File: src/rtl/strobe_port_pkg.sv
package strobe_port_pkg;
  // Bit positions in the control/status register; software relies on them.
  localparam int FLAG_BIT = 7;
  localparam int ARM_BIT  = 6;
  localparam int EDGE_BIT = 1;

  typedef struct packed {
    logic capture;  // latch the data pins this cycle
    logic flag;     // current status flag
  } portCtl_t;
endpackage

File: src/rtl/strobe_port_dp.sv
module strobe_port_dp
  import strobe_port_pkg::*;
#(
  parameter int DATA_W      = 7,
  parameter int SYNC_STAGES = 2,
  parameter int ADDR_W      = 2,
  parameter int REG_W       = 8,
  parameter logic [ADDR_W-1:0] CTRL_ADDR = 0,
  parameter logic [ADDR_W-1:0] DATA_ADDR = 1
) (
  input  logic              clk,
  input  logic              rstN,
  input  logic              strobeIn,
  input  logic [DATA_W-1:0] dataIn,
  input  logic              busWr,
  input  logic [ADDR_W-1:0] busAddr,
  input  logic [REG_W-1:0]  busWdata,
  input  portCtl_t          ctl,
  output logic              edgeHit,
  output logic              armQ,
  output logic [DATA_W-1:0] dataQ,
  output logic [REG_W-1:0]  busRdata
);
  logic [SYNC_STAGES-1:0] syncQ;
  logic strobeS, prevQ, edgeSelQ, riseHit, fallHit;

  genvar g;
  for (g = 0; g < SYNC_STAGES; g++) begin : gSync
    if (g == 0) begin : gFirst
      always_ff @(posedge clk or negedge rstN)
        if (!rstN) syncQ[g] <= 1'b0;
        else       syncQ[g] <= strobeIn;
    end else begin : gNext
      always_ff @(posedge clk or negedge rstN)
        if (!rstN) syncQ[g] <= 1'b0;
        else       syncQ[g] <= syncQ[g-1];
    end
  end

  assign strobeS = syncQ[SYNC_STAGES-1];

  always_ff @(posedge clk or negedge rstN)
    if (!rstN) prevQ <= 1'b0;
    else       prevQ <= strobeS;

  assign riseHit = strobeS & ~prevQ;
  assign fallHit = ~strobeS & prevQ;
  assign edgeHit = edgeSelQ ? riseHit : fallHit;

  always_ff @(posedge clk or negedge rstN)
    if (!rstN) begin
      armQ     <= 1'b0;
      edgeSelQ <= 1'b0;
    end else if (busWr && busAddr == CTRL_ADDR) begin
      armQ     <= busWdata[ARM_BIT];
      edgeSelQ <= busWdata[EDGE_BIT];
    end

  always_ff @(posedge clk or negedge rstN)
    if (!rstN)            dataQ <= '0;
    else if (ctl.capture) dataQ <= dataIn;

  always_comb begin
    busRdata = '0;
    if (busAddr == CTRL_ADDR) begin
      busRdata[FLAG_BIT] = ctl.flag;
      busRdata[ARM_BIT]  = armQ;
      busRdata[EDGE_BIT] = edgeSelQ;
    end else if (busAddr == DATA_ADDR) begin
      busRdata[DATA_W-1:0] = dataQ;
    end
  end
endmodule

File: src/rtl/strobe_port_ctrl.sv
module strobe_port_ctrl
  import strobe_port_pkg::*;
(
  input  logic     clk,
  input  logic     rstN,
  input  logic     edgeHit,
  input  logic     statusRd,
  input  logic     dataRd,
  output portCtl_t ctl,
  output logic     pendQ
);
  logic flagQ;

  // A qualifying status read arms the clear; the data read then fires it.
  // A fresh edge always wins and cancels any armed clear.
  always_ff @(posedge clk or negedge rstN)
    if (!rstN) begin
      flagQ <= 1'b0;
      pendQ <= 1'b0;
    end else if (edgeHit) begin
      flagQ <= 1'b1;
      pendQ <= 1'b0;
    end else if (dataRd && pendQ) begin
      flagQ <= 1'b0;
      pendQ <= 1'b0;
    end else if (statusRd) begin
      pendQ <= flagQ;
    end

  assign ctl.capture = edgeHit;
  assign ctl.flag    = flagQ;
endmodule

File: src/rtl/strobe_port.sv
module strobe_port
  import strobe_port_pkg::*;
#(
  parameter int DATA_W      = 7,
  parameter int SYNC_STAGES = 2,
  parameter int ADDR_W      = 2,
  parameter int REG_W       = 8
) (
  input  logic              clk,
  input  logic              rstN,
  input  logic              strobeIn,
  input  logic [DATA_W-1:0] dataIn,
  input  logic              busRd,
  input  logic              busWr,
  input  logic [ADDR_W-1:0] busAddr,
  input  logic [REG_W-1:0]  busWdata,
  output logic [REG_W-1:0]  busRdata,
  output logic              irqOut
);
  localparam logic [ADDR_W-1:0] CTRL_ADDR = ADDR_W'(0);
  localparam logic [ADDR_W-1:0] DATA_ADDR = ADDR_W'(1);

  portCtl_t          ctl;
  logic              edgeHit, armQ, pendQ, flagNow, statusRd, dataRd;
  logic [DATA_W-1:0] dataQ;

  assign statusRd = busRd && busAddr == CTRL_ADDR;
  assign dataRd   = busRd && busAddr == DATA_ADDR;
  assign flagNow  = ctl.flag;

  strobe_port_dp #(
    .DATA_W(DATA_W), .SYNC_STAGES(SYNC_STAGES), .ADDR_W(ADDR_W), .REG_W(REG_W),
    .CTRL_ADDR(CTRL_ADDR), .DATA_ADDR(DATA_ADDR)
  ) u_dp (
    .clk(clk), .rstN(rstN), .strobeIn(strobeIn), .dataIn(dataIn),
    .busWr(busWr), .busAddr(busAddr), .busWdata(busWdata), .ctl(ctl),
    .edgeHit(edgeHit), .armQ(armQ), .dataQ(dataQ), .busRdata(busRdata)
  );

  strobe_port_ctrl u_ctrl (
    .clk(clk), .rstN(rstN), .edgeHit(edgeHit), .statusRd(statusRd),
    .dataRd(dataRd), .ctl(ctl), .pendQ(pendQ)
  );

  assign irqOut = flagNow & armQ;
endmodule

File: config.mk
export PLATFORM = sky130hd
export DESIGN_NAME = strobe_port
export DESIGN_NICKNAME = d
export VERILOG_FILES = /design/src/rtl/strobe_port_pkg.sv /design/src/rtl/strobe_port_dp.sv /design/src/rtl/strobe_port_ctrl.sv /design/src/rtl/strobe_port.sv
export SDC_FILE = /design/constraint.sdc
export NUM_CORES = 1
export LEC_CHECK = 0
export ABC_AREA = 1
export BUFFER_PORTS_ARGS = -buffer_cell sky130_fd_sc_hd__buf_4
export CAP_MARGIN = 20
export CORE_MARGIN = 4
export CORE_UTILIZATION = 45
export CTS_CLUSTER_DIAMETER = 40
export DETAILED_ROUTE_END_ITERATION = 12
export PLACE_DENSITY = 0.76
export SLEW_MARGIN = 30
export SYNTH_ARGS = -nofsm -noshare
export SYNTH_HDL_FRONTEND = slang
export SYNTH_SLANG_ARGS = --single-unit
File: constraint.sdc
create_clock -name clk -period 1.8 [get_ports clk]
set_input_delay 0.36 -clock clk [delete_from_list [all_inputs] [get_ports clk]]
set_output_delay 0.36 -clock clk [all_outputs]
set_load 0.02 [all_outputs]
## After elaboration in Yosys (flattened, before gate mapping)

Index checks and enable logic that the tools add are counted.

- Eq/ne operators: 1
- Mux-type cells: 12
- Bitwise gates (word level): 5
- Reduce and logical (&&, ||, !) cells: 7

Operators by type and width:

| operator | count |
|---|---|
| 2-to-1 mux 1 bit | 10 |
| 2-to-1 mux 7 bit | 1 |
| logical AND 1 bit | 4 |
| 2-to-1 mux 4 bit | 1 |
| AND 1 bit | 3 |
| nonzero test 3 bit | 1 |
| == test 2 x 1 -> 1 bit (second input constant) | 1 |
| zero test 2 bit | 1 |
| NOT 1 bit | 2 |
| nonzero test 2 bit | 1 |

- Bits in registers: 14
- Input port bits: 22
- Output and inout port bits: 9

## Longest topological paths before layout

- Depth after elaboration: 5
- Gate-level depth with buffers: 5
- Mapped depth without buffers: 5

## By module

Synthesis repeated with hierarchy kept, for this count alone.

- Cell total of the unflattened synthesis: 78
- Area, all modules: 650.6 um2

By module, submodules not included:

| module | instances | cells an instance | area each (um2) | seq. area each (um2) |
|---|---|---|---|---|
| strobe_port_dp | 1 | 58 | 520.5 | 300.3 |
| strobe_port_ctrl | 1 | 13 | 103.8 | 50.0 |
| strobe_port | 1 | 7 | 26.3 | 0.0 |

## Worst setup path before layout

Ideal clock, no wire load.

- Path kind: input-to-output
- Start point: in busAddr[1]
- End point: out busRdata[1]
- Arrival: 1.058 ns
- Slack: 0.382 ns
- Stages on the path: 3
- Cells stage by stage: nor2_2 -> inv_1 -> o21ai_0

- Cells in the longest elaborated chain, start to end: 3
- Elaborated cells on any way between the ends: 4
- Those cells by class: 1 x eq/ne; 2 x mux; 1 x reduce/logical

RTL lines:

| item | line | text |
|---|---|---|
| start, declared | strobe_port.sv:15 | `input logic [ADDR_W-1:0] busAddr,` |
| == test 2 x 1 -> 1 bit | strobe_port_dp.sv:69 | `end else if (busAddr == DATA_ADDR) begin` |
| 2-to-1 mux 7 bit | strobe_port_dp.sv:69 |  |
| 2-to-1 mux 1 bit * | strobe_port_dp.sv:65 | `if (busAddr == CTRL_ADDR) begin` |
| end, declared | strobe_port.sv:17 | `output logic [REG_W-1:0] busRdata,` |

Mark *: on every way between the ends. The rest lies on a longest branch, timed or not.

## Worst setup path after layout

- Start point: reg u_dp.edgeSelQ
- End point: out busRdata[1]

- Cells in the longest elaborated chain, start to end: 1

RTL lines:

| item | line | text |
|---|---|---|
| start, declared | strobe_port_dp.sv:25 | `logic strobeS, prevQ, edgeSelQ, riseHit, fallHit;` |
| start signal, assigned | strobe_port_dp.sv:56 | `edgeSelQ <= busWdata[EDGE_BIT];` |
| 2-to-1 mux 1 bit | strobe_port_dp.sv:65 |  |

No other way between the ends.

==> impl_metrics.toml <==
[grt]
grt_pass1_vias = 554
grt_overflow = 0
antenna_found_initial = 0
grt_pass1_wl_mm = 2.26
grt_usage = 0.159
grt_max_degree = 15

[die]
dieHeight_um = 46.5
num_rows = 13
fp.coreArea_um2 = 1350
io_pins = 31
die_area_um2 = 2170
start_util = 0.495
die_w_um = 46.5

[synth]
synth-seq-cells = 14
avgSynthCellArea_um2 = 8.05
synth_compound_area_frac = 0.0281
yosysMostFrequentCell = "nand2_1"
synth_edf_count = 0
synth.area.top_cells = "dfrtp_1, nand2_1, inv_1, nand3_1, nand3_4"
netlist_area_um2 = 668
synth_simple_gate_area_frac = 0.363
ys_types = 12
synth_top_family_by_area = "simple AND/OR/NAND/NOR gates"
yosys.area.top_type = "dfrtp_1"
synthMuxAreaShare = 0
seq_area_frac_synth = 0.524
syn_nets = 105
yosysTopAreaCellShare = 0.524
syn_inst = 83
synth-async-reset-ratio = 1.00
synthXorXnorAreaFrac = 0
yosysWarnings = 0
synth-main-ff-cell = "dfrtp_1"
synth_common_cells = "nand2_1, dfrtp_1, inv_1"
yosys.area_share.adder = 0

[cts]
clk_pin_slew_ns = 0.08
htree_levels = 1
cts_tree = "built"
ctsRootBufferMaster = "clkbuf_4"
ctsLongestPathBuffers = 2
clk-insertion-delay-late_ns = 0.28
post_cts_resized = 0
cts.sinks = 14
cts_setup_buffers = 0
numCtsBuffers = 3

[worst_setup_path]
crit_required_ns = 1.44
critPathKind = "flip-flop to output pin"
cp_max_fo = 3
end_kind = "output pin"
cp-start-kind = "flip-flop"
cp.arrival_ns = 1.15

[timing]
slew_viol_final = 0
hold_viol = 0
setup_viol_count_final = 0
max_slew_margin = 0.871
grt_setup_unrepaired = "false"
clock_skew_ns = 0.00317
min_period_ns = 1.51
final.setup.tns_ns = 0
finalCritPeriodShare = 0.837
max_freq_mhz = 664
worstMarginPinSlew_ns = 0.194

[detailed_routing]
route.vias.total = 601
antenna_left = 0
via_per_inst = 4.77
drtIter0Drc = 4
first_pass_iters = 4
routedWlPerCell_um = 11.3
drt_wl_total_mm = 1.43
drc = 0

[layout]
nNetsFinal = 135
layout-drive-gt1-share = 0.306
diodes = 0
final_area_um2 = 900
area_delta_synth_final_pct = 34.6

[flow_run]
max_cap_viol_count = 0

[placement]
dp.final_hpwl_mm = 1.12
port_buffers = 24
place_area_um2 = 867
routabilityCongestion = 0.711

[power_and_ir_drop]
p_per_area_nw_per_um2 = 873
leakagePower_nw = 0.512
peakVddDrop_uv = 638

[min_path]
hp-class = "primary input to flip-flop"

[status]
status = "finished, final reports clean"
## state kept, by name, indices dropped and copies added, names as in the netlist
register,cells
u_ctrl.flagQ,1
u_ctrl.pendQ,1
u_dp.armQ,1
u_dp.dataQ,7
u_dp.edgeSelQ,1
u_dp.prevQ,1
u_dp.strobeS,1
u_dp.syncQ,1
## placed cells by master, fill, tap and decap left out, drive strengths merged
cell         count
nand3           11
nand2           31
dlygate4sd3      1
dfrtp           14
o21ai            2
clkbuf           3
buf             24
nor2             9
a21oi            1
inv             15
## worst max-delay path, stage by stage, from the launching register on
cell     delay, ns
dfrtp_1       0.44
inv_2         0.07
o21ai_0       0.19
buf_4         0.17
## power by group
group | internal, mW | switching [mW] | leakage [nW]
clock | 0.0777 | 0.0933 | 0.0138
combinational | 0.0945 | 0.117 | 0.330
sequential | 0.369 | 0.0351 | 0.168
total | 0.541 | 0.245 | 0.512
## timing repair
item | 4_1_cts | 5_1_grt
endpoints found under the setup margin | 0 | 0
hold endpoints to repair | 14 | 0
hold buffers | 1 | 0
## routing by layer
| layer | global-route usage | routed length [um] | up-vias |
|---|---|---|---|
| met4 | 0.0966 | 26 | 0 |
| li1 | - | - | 309 |
| met3 | 0.0742 | 74 | 4 |
| met1 | 0.154 | 598 | 279 |
| met2 | 0.269 | 731 | 9 |
| met5 | 0 | 0 | - |
## metrics by stage
| step | hold slack (ns) | setup slack, ns | utilization | std cells | power, mW |
|---|---|---|---|---|---|
| floorplan | 0.0644 | 0.382 | - | 83 | 0.530 |
| global placement | 0.217 | 0.370 | 0.642 | 122 | 0.613 |
| detailed placement | 0.218 | 0.336 | 0.642 | 122 | 0.621 |
| CTS | 0.182 | 0.300 | 0.666 | 126 | 0.795 |
| global route | 0.165 | 0.226 | 0.666 | 126 | 0.841 |
| finish | 0.185 | 0.293 | 0.666 | 126 | 0.786 |
## cells by family (layout without fill, tap and decap cells)
| kind of cell | Yosys count | count (layout) |
|---|---|---|
| and+or+nand+nor | 51 | 51 |
| buffers and inverters | 15 | 43 |
| DFF | 14 | 14 |
| AOI/OAI and AO/OA | 3 | 3 |
## area by class of cell
type                    instances  area [um^2]
repair buffers                 25          190
inverters                      15         56.3
multi-input cells              54          262
flip-flops and latches         14          350
well taps                      15         18.8
fillers                       116          450
clock buffers                   3         22.5
## worst paths after layout
check                         startpoint             to  slack (ns)  depth (start not counted)
max                        u_dp.edgeSelQ    busRdata[1]        0.29                          3
min                             strobeIn  u_dp.syncQ[0]        0.19                          1
max reg2reg                u_dp.edgeSelQ  u_dp.dataQ[1]        0.81                          5
min reg2reg                u_dp.syncQ[0]   u_dp.strobeS        0.36                          0
max in group asynchronous           rstN  u_dp.dataQ[2]        1.18                          2
min in group asynchronous           rstN   u_dp.strobeS        0.46                          2
Power figures use the tool's default switching activity.
